==> src/rtl/ctmr_pkg.sv <==
// Package: shared sizing constants for the carrier countdown timer.
// Assumes: every other file of the timer imports it.
package ctmr_pkg;
    localparam int CTMR_CNT_W = 20;  // counter and start-value width
    localparam int CTMR_BUS_W = 32;  // register write/read width
    localparam int CTMR_SEL_W = 3;   // divider code width
endpackage

==> src/rtl/ctmr_start_reg.sv <==
// Module: start-value register. It keeps the low CNT_W bits of a bus write
// and returns them zero-extended to BUS_W.
// Assumes: BUS_W >= CNT_W, and the writer and reader are in the clk domain.
module ctmr_start_reg #(
    parameter int CNT_W = ctmr_pkg::CTMR_CNT_W,
    parameter int BUS_W = ctmr_pkg::CTMR_BUS_W
) (
    input  logic             clk,
    input  logic             rst_n,
    input  logic             wr_en,
    input  logic [BUS_W-1:0] wr_data,
    output logic [CNT_W-1:0] start_val,
    output logic [BUS_W-1:0] rd_data
);
    localparam int PAD_W = BUS_W - CNT_W;

    logic [CNT_W-1:0] val_q;

    // Capture the low field on a write; the reserved upper bits are dropped.
    always_ff @(posedge clk) begin
        if (!rst_n)
            val_q <= '0;
        else if (wr_en)
            val_q <= wr_data[CNT_W-1:0];
    end

    assign start_val = val_q;
    assign rd_data   = {{PAD_W{1'b0}}, val_q};
endmodule

==> src/rtl/ctmr_divider.sv <==
// Module: free-running power-of-two divider. It emits a one-cycle tick
// enable, either every clock (bypass) or once per 2^(code+1) clocks.
// Assumes: run_en low holds the divider at phase 0, so a fresh run
// starts from a known phase. It produces an enable only, never a clock.
module ctmr_divider #(
    parameter int SEL_W = ctmr_pkg::CTMR_SEL_W
) (
    input  logic             clk,
    input  logic             rst_n,
    input  logic             run_en,
    input  logic             prescale_on,
    input  logic [SEL_W-1:0] code,
    output logic             tick
);
    localparam int NCODE = 2 ** SEL_W;
    localparam int DIV_W = NCODE;          // wide enough for ratio 2^NCODE

    logic [DIV_W-1:0] phase_q;
    logic [NCODE-1:0] wrap_vec;

    // Advance the phase while running; park it at zero while idle.
    always_ff @(posedge clk) begin
        if (!rst_n || !run_en)
            phase_q <= '0;
        else
            phase_q <= phase_q + 1'b1;
    end

    // One wrap detector per code: ratio 2^(i+1) wraps when the low i+1 bits are all ones.
    for (genvar i = 0; i < NCODE; i++) begin : g_wrap
        assign wrap_vec[i] = &phase_q[i:0];
    end

    // Choose the tick source: every clock in bypass, else the selected wrap.
    always_comb begin
        if (!run_en)
            tick = 1'b0;
        else if (!prescale_on)
            tick = 1'b1;
        else
            tick = wrap_vec[code];
    end

    // Idle divider makes no tick.
    p_idle_no_tick_r6: assert property (@(posedge clk) disable iff (!rst_n)
        $past(!run_en) |-> (phase_q == '0));
endmodule

==> src/rtl/ctmr_down_counter.sv <==
// Module: the down-counter. It loads on a rising run level, steps on tick,
// and at the step from 1 either parks at zero or reloads, raising a
// one-cycle expiry strobe.
// Assumes: tick is a single-cycle enable in the clk domain.
module ctmr_down_counter #(
    parameter int CNT_W = ctmr_pkg::CTMR_CNT_W
) (
    input  logic             clk,
    input  logic             rst_n,
    input  logic             run_en,
    input  logic             tick,
    input  logic             reload_on,
    input  logic [CNT_W-1:0] start_val,
    output logic [CNT_W-1:0] count,
    output logic             expire
);
    localparam logic [CNT_W-1:0] ONE = CNT_W'(1);

    logic             run_q;
    logic [CNT_W-1:0] cnt_q;
    logic             exp_q;
    logic             start;
    logic             last_step;

    assign start     = run_en && !run_q;
    assign last_step = run_en && !start && tick && (cnt_q == ONE);

    // Remember the previous run level for edge detection.
    always_ff @(posedge clk) begin
        if (!rst_n)
            run_q <= 1'b0;
        else
            run_q <= run_en;
    end

    // Count update: load on start, step on tick, terminate at one.
    always_ff @(posedge clk) begin
        if (!rst_n)
            cnt_q <= '0;
        else if (start)
            cnt_q <= start_val;
        else if (last_step)
            cnt_q <= reload_on ? start_val : '0;
        else if (run_en && tick && (cnt_q != '0))
            cnt_q <= cnt_q - 1'b1;
    end

    // Expiry strobe, registered so that it lines up with the new count.
    always_ff @(posedge clk) begin
        if (!rst_n)
            exp_q <= 1'b0;
        else
            exp_q <= last_step;
    end

    assign count  = cnt_q;
    assign expire = exp_q;

    // Rising run loads the start value.
    p_start_load_r3: assert property (@(posedge clk) disable iff (!rst_n)
        $past(rst_n) && $past(start) |-> (cnt_q == $past(start_val)));

    // Ordinary step removes exactly one.
    p_step_one_r4: assert property (@(posedge clk) disable iff (!rst_n)
        $past(rst_n && run_en && run_q && tick && (cnt_q > ONE)) |-> (cnt_q == $past(cnt_q) - ONE));

    // Idle timer holds its count.
    p_idle_hold_r6: assert property (@(posedge clk) disable iff (!rst_n)
        $past(rst_n) && $past(!run_en) |-> $stable(cnt_q));

    // Single-shot expiry lands on zero.
    p_oneshot_zero_r7: assert property (@(posedge clk) disable iff (!rst_n)
        exp_q && $past(!reload_on) |-> (cnt_q == '0));
endmodule

==> src/rtl/carrier_countdown_timer.sv <==
// Module: top of the prescaled reloadable countdown timer. It joins the
// start-value register, the tick divider and the down-counter.
// Assumes: a single clk domain (13.56 MHz carrier) and synchronous active-low reset.
module carrier_countdown_timer #(
    parameter int CNT_W = ctmr_pkg::CTMR_CNT_W,
    parameter int BUS_W = ctmr_pkg::CTMR_BUS_W,
    parameter int SEL_W = ctmr_pkg::CTMR_SEL_W
) (
    input  logic             clk,
    input  logic             rst_n,
    input  logic             cfg_wr_en,
    input  logic [BUS_W-1:0] cfg_wr_data,
    output logic [BUS_W-1:0] start_rd_o,
    input  logic             run_en,
    input  logic             prescale_on,
    input  logic [SEL_W-1:0] prescale_code,
    input  logic             reload_on,
    output logic [CNT_W-1:0] count_o,
    output logic             expire_o
);
    logic [CNT_W-1:0] start_val;
    logic             tick;

    ctmr_start_reg #(.CNT_W(CNT_W), .BUS_W(BUS_W)) u_start (
        .clk       (clk),
        .rst_n     (rst_n),
        .wr_en     (cfg_wr_en),
        .wr_data   (cfg_wr_data),
        .start_val (start_val),
        .rd_data   (start_rd_o)
    );

    ctmr_divider #(.SEL_W(SEL_W)) u_div (
        .clk         (clk),
        .rst_n       (rst_n),
        .run_en      (run_en),
        .prescale_on (prescale_on),
        .code        (prescale_code),
        .tick        (tick)
    );

    ctmr_down_counter #(.CNT_W(CNT_W)) u_cnt (
        .clk       (clk),
        .rst_n     (rst_n),
        .run_en    (run_en),
        .tick      (tick),
        .reload_on (reload_on),
        .start_val (start_val),
        .count     (count_o),
        .expire    (expire_o)
    );
endmodule

==> config.mk <==
export PLATFORM = sky130hd
export DESIGN_NAME = carrier_countdown_timer
export DESIGN_NICKNAME = d
export VERILOG_FILES = /design/src/rtl/ctmr_pkg.sv /design/src/rtl/ctmr_start_reg.sv /design/src/rtl/ctmr_divider.sv /design/src/rtl/ctmr_down_counter.sv /design/src/rtl/carrier_countdown_timer.sv
export SDC_FILE = /design/constraint.sdc
export NUM_CORES = 1
export LEC_CHECK = 0
export ABC_AREA = 1
export BUFFER_PORTS_ARGS = -buffer_cell sky130_fd_sc_hd__buf_4
export CAP_MARGIN = 20
export CORE_MARGIN = 2
export CORE_UTILIZATION = 49
export DETAILED_ROUTE_END_ITERATION = 7
export GPL_TIMING_DRIVEN = 0
export PLACE_DENSITY_LB_ADDON = 0.05
export RECOVER_POWER = 50
export SLEW_MARGIN = 5
export SYNTH_ARGS = -nofsm -noshare
export SYNTH_HDL_FRONTEND = slang
export SYNTH_HIERARCHICAL = 1
export SYNTH_SLANG_ARGS = --single-unit
==> constraint.sdc <==
create_clock -name clk -period 2.94 [get_ports clk]
set_input_delay 0.147 -clock clk [delete_from_list [all_inputs] [get_ports clk]]
set_output_delay 0.147 -clock clk [all_outputs]
set_load 0.05 [all_outputs]
==> flow_summary.yaml <==
logic_synthesis:
  yosysWarnings: 6
  yosys.cell_types.count: 32
  synth.most_common_cell: "nand2_1"
  synth_top_area_cell: "dfxtp_1"
  ys_ff_latch: 50
  syn_area_um2: 3250
  ys.flop_type: "dfxtp_1"
  seq_area_frac_synth_pct: 30.8
  async_flop_share_pct: 0
  synth_commonest_cells: "149 x nand2_1, 113 x nor2_1, 73 x inv_1, 50 x dfxtp_1, 33 x buf_4"
  synth_edf_count: 0
  yosys.area.top_type_share_pct: 30.8
  netlist_instances: 531
  synthTopCellsByArea: "dfxtp_1 31%, nand2_1 17%, nor2_1 13%"
  avgSynthCellArea_um2: 6.11
clock_tree:
  cts_tree: "done"
  numCtsBuffers: 5
  cts.clk_slew.worst_paths_ns: 0.09
  htree_levels: 2
  cts_root_buf: "clkbuf_8"
  clk_path_buf_depth: 2
  cts_sinks: 50
  post_cts_buffers: 0
  clkLatencyLatePin_ns: 0.30
  cts_resized: 0
  hold_buffers: 0
detailed_routing:
  drc: 0
  drt_iter0_markers: 221
  num_vias: 3231
  drt-total-wl_um: 7480
  wl_per_cell_um: 10.8
  ant_nets: 0
  dr.pass1.iters: 8
  vias_per_cell: 4.66
grt:
  grt_pass1_wl_um: 12100
  grt_pass1_vias: 2726
  antenna_found_initial: 0
  grt_max_degree: 15
  track_usage_pct: 20.3
  globalRoute.totalOverflow: 0
power:
  swShare_pct: 40.1
  p_int_w: 0.00112
  irDropWorstVdd_mv: 0.240
  power_w: 0.00188
  p_sw_w: 0.000752
  pwr-share-clk_pct: 20.8
  leakage_nw: 2.14
  powerDensity_nw_per_um2: 481
  p_seq_share_pct: 41.5
  comb_power_share_pct: 37.6
die:
  die_w_um: 85.4
  die-area_um2: 7290
  die_height_um: 85.4
  start_util_pct: 50.8
  row_count: 29
  coreArea_um2: 6390
  io_pins: 94
worst_setup_path:
  rr_startpoint: "u_div/phase_q[0]$_SDFF_PP0_"
  cp.required_ns: 3.19
  startpoint: "u_div/phase_q[0]$_SDFF_PP0_"
  reg2reg_depth: 16
  worstSetupEndpoint: "u_cnt/count[1]$_SDFFE_PN0P_"
  path_class: "reg2reg"
  cp-start-kind: "flip-flop"
  cp.arrival_ns: 2.63
  rrSetupSlack_ns: 0.55
  worstSetupEndpointType: "flip-flop"
  worstReg2RegEnd: "u_cnt/count[1]$_SDFFE_PN0P_"
  path_max_fanout: 10
placed_design:
  dp_hpwl_um: 5690
  routabilityCongestion: 0.923
  portBuffers: 68
sta:
  rsz0062_at_grt: "false"
  relSlewSlack_pct: 58.8
  finClkSkew_ns: 0.00271
  tns_ns: 0
  worstMarginPinSlew_ns: 0.615
  hold_viol: 0
  fin_crit_sh_pct: 81.2
  setup-violations-final: 0
  fmax_mhz: 419
  maxSlewViolCount: 0
  final.min_clock_period_ns: 2.39
layout:
  nets: 663
  area_delta_synth_final_pct: 20.1
  drive_gt1_share_pct: 18.3
  antenna_cells: 0
worst_hold_path:
  hold_class: "in2reg"
outcome:
  outcome: "finished clean"
job:
  max-cap-violations: 0
[logic make-up after synthesis]
kind of cell	synth area share [%]
AND/OR/NAND/NOR	38.3
buffers and inverters	20.2
flip-flops	30.8
AO/OA/AOI/OAI	7.09
XOR/XNOR	1.62
adder cells (fa/ha/maj)	1.93
other	0.115
[stage by stage]
step           hold slack [ns]  instance area [um2]  setup slack [ns]  std cells  util (%)
3_5_place_dp             0.373                 3890             0.603        687      61.0
2_1_floorplan            0.240                 3290             0.879        542         -
4_1_cts                 0.0583                 3980             0.580        694      62.2
5_1_grt                 0.0799                 3900             0.284        694      61.1
3_3_place_gp             0.361                 3890             0.625        687      61.0
6_report                0.0659                 3900             0.554        694      61.1
[registers in the layout, indices dropped and copies added (netlist names)]
name / count
u_cnt/count: 20
u_start/start_val: 20
u_div/phase_q: 8
u_cnt/expire: 1
u_cnt/run_q: 1
[power by group through the flow]
stage / registers [W] / clock network (W) / logic, W
2_1_floorplan: 0.000937 / 0 / 0.000393
3_3_place_gp: 0.000795 / 0 / 0.000710
3_5_place_dp: 0.000796 / 0 / 0.000716
4_1_cts: 0.000781 / 0.000408 / 0.000719
5_1_grt: 0.000788 / 0.000437 / 0.000773
6_report: 0.000779 / 0.000391 / 0.000706
[cell type report]
type	instances	area, um2
Fill cell	664	2490
Multi-Input combinational cell	369	1630
Sequential cell	50	1000
Timing Repair Buffer	68	435
Buffer	46	364
Inverter	77	289
Tap cell	77	96.3
Clock buffer	6	72.6
Clock inverter	1	7.51
[critical path: stages, from the launching register on]
cell and delay, ns:
dfxtp_1 0.41, ha_1 0.24, nand3_1 0.13, o21ai_1 0.14
nand2_1 0.07, nand2_1 0.05, nand2_1 0.05, a21oi_1 0.11
nand2_1 0.10, nor2_1 0.25, nand4_1 0.13, nand2_1 0.20
buf_4 0.20, nand2_1 0.07, nand2_1 0.07, inv_1 0.04
nor2_1 0.07
[per-layer routing]
layer	part of all wire, %	track usage, %
met5	0	0
met4	1.8	5.77
met3	7.1	4.09
met1	47	27.4
met2	44	33.1
[worst min path at each step]
stage / from / end / cells past startpoint
CTS: run_en / u_cnt/run_q$_SDFF_PN0_ / 3
global placement: run_en / u_cnt/run_q$_SDFF_PN0_ / 3
detailed placement: run_en / u_cnt/run_q$_SDFF_PN0_ / 3
floorplan: run_en / u_cnt/run_q$_SDFF_PN0_ / 2
global route: run_en / u_cnt/run_q$_SDFF_PN0_ / 3
finish: run_en / u_cnt/run_q$_SDFF_PN0_ / 3
[placed cells by master (no fill, tap or decap), types with 2 or more instances in the layout]
| master | netlist | layout |
|---|---|---|
| clkbuf_1 | 1 | 23 |
| nor2_1 | 113 | 113 |
| nor2_2 | 4 | 4 |
| buf_6 | 7 | 7 |
| conb_1 | 1 | 12 |
| nand2_2 | 2 | 2 |
| buf_4 | 33 | 81 |
| dfxtp_1 | 50 | 50 |
| inv_2 | 4 | 4 |
| o21ai_1 | 28 | 28 |
| buf_2 | 3 | 3 |
| inv_1 | 73 | 73 |
| nand2_1 | 149 | 149 |
| xor2_1 | 3 | 3 |
| xnor2_1 | 3 | 3 |
| o21ai_0 | 7 | 7 |
| nand3_1 | 21 | 21 |
| clkbuf_8 | 0 | 5 |
| nand3b_1 | 2 | 2 |
| ha_1 | 5 | 5 |
| a21oi_1 | 8 | 8 |
| nand4_1 | 3 | 3 |
No activity file was read; power rests on OpenSTA's default activity.
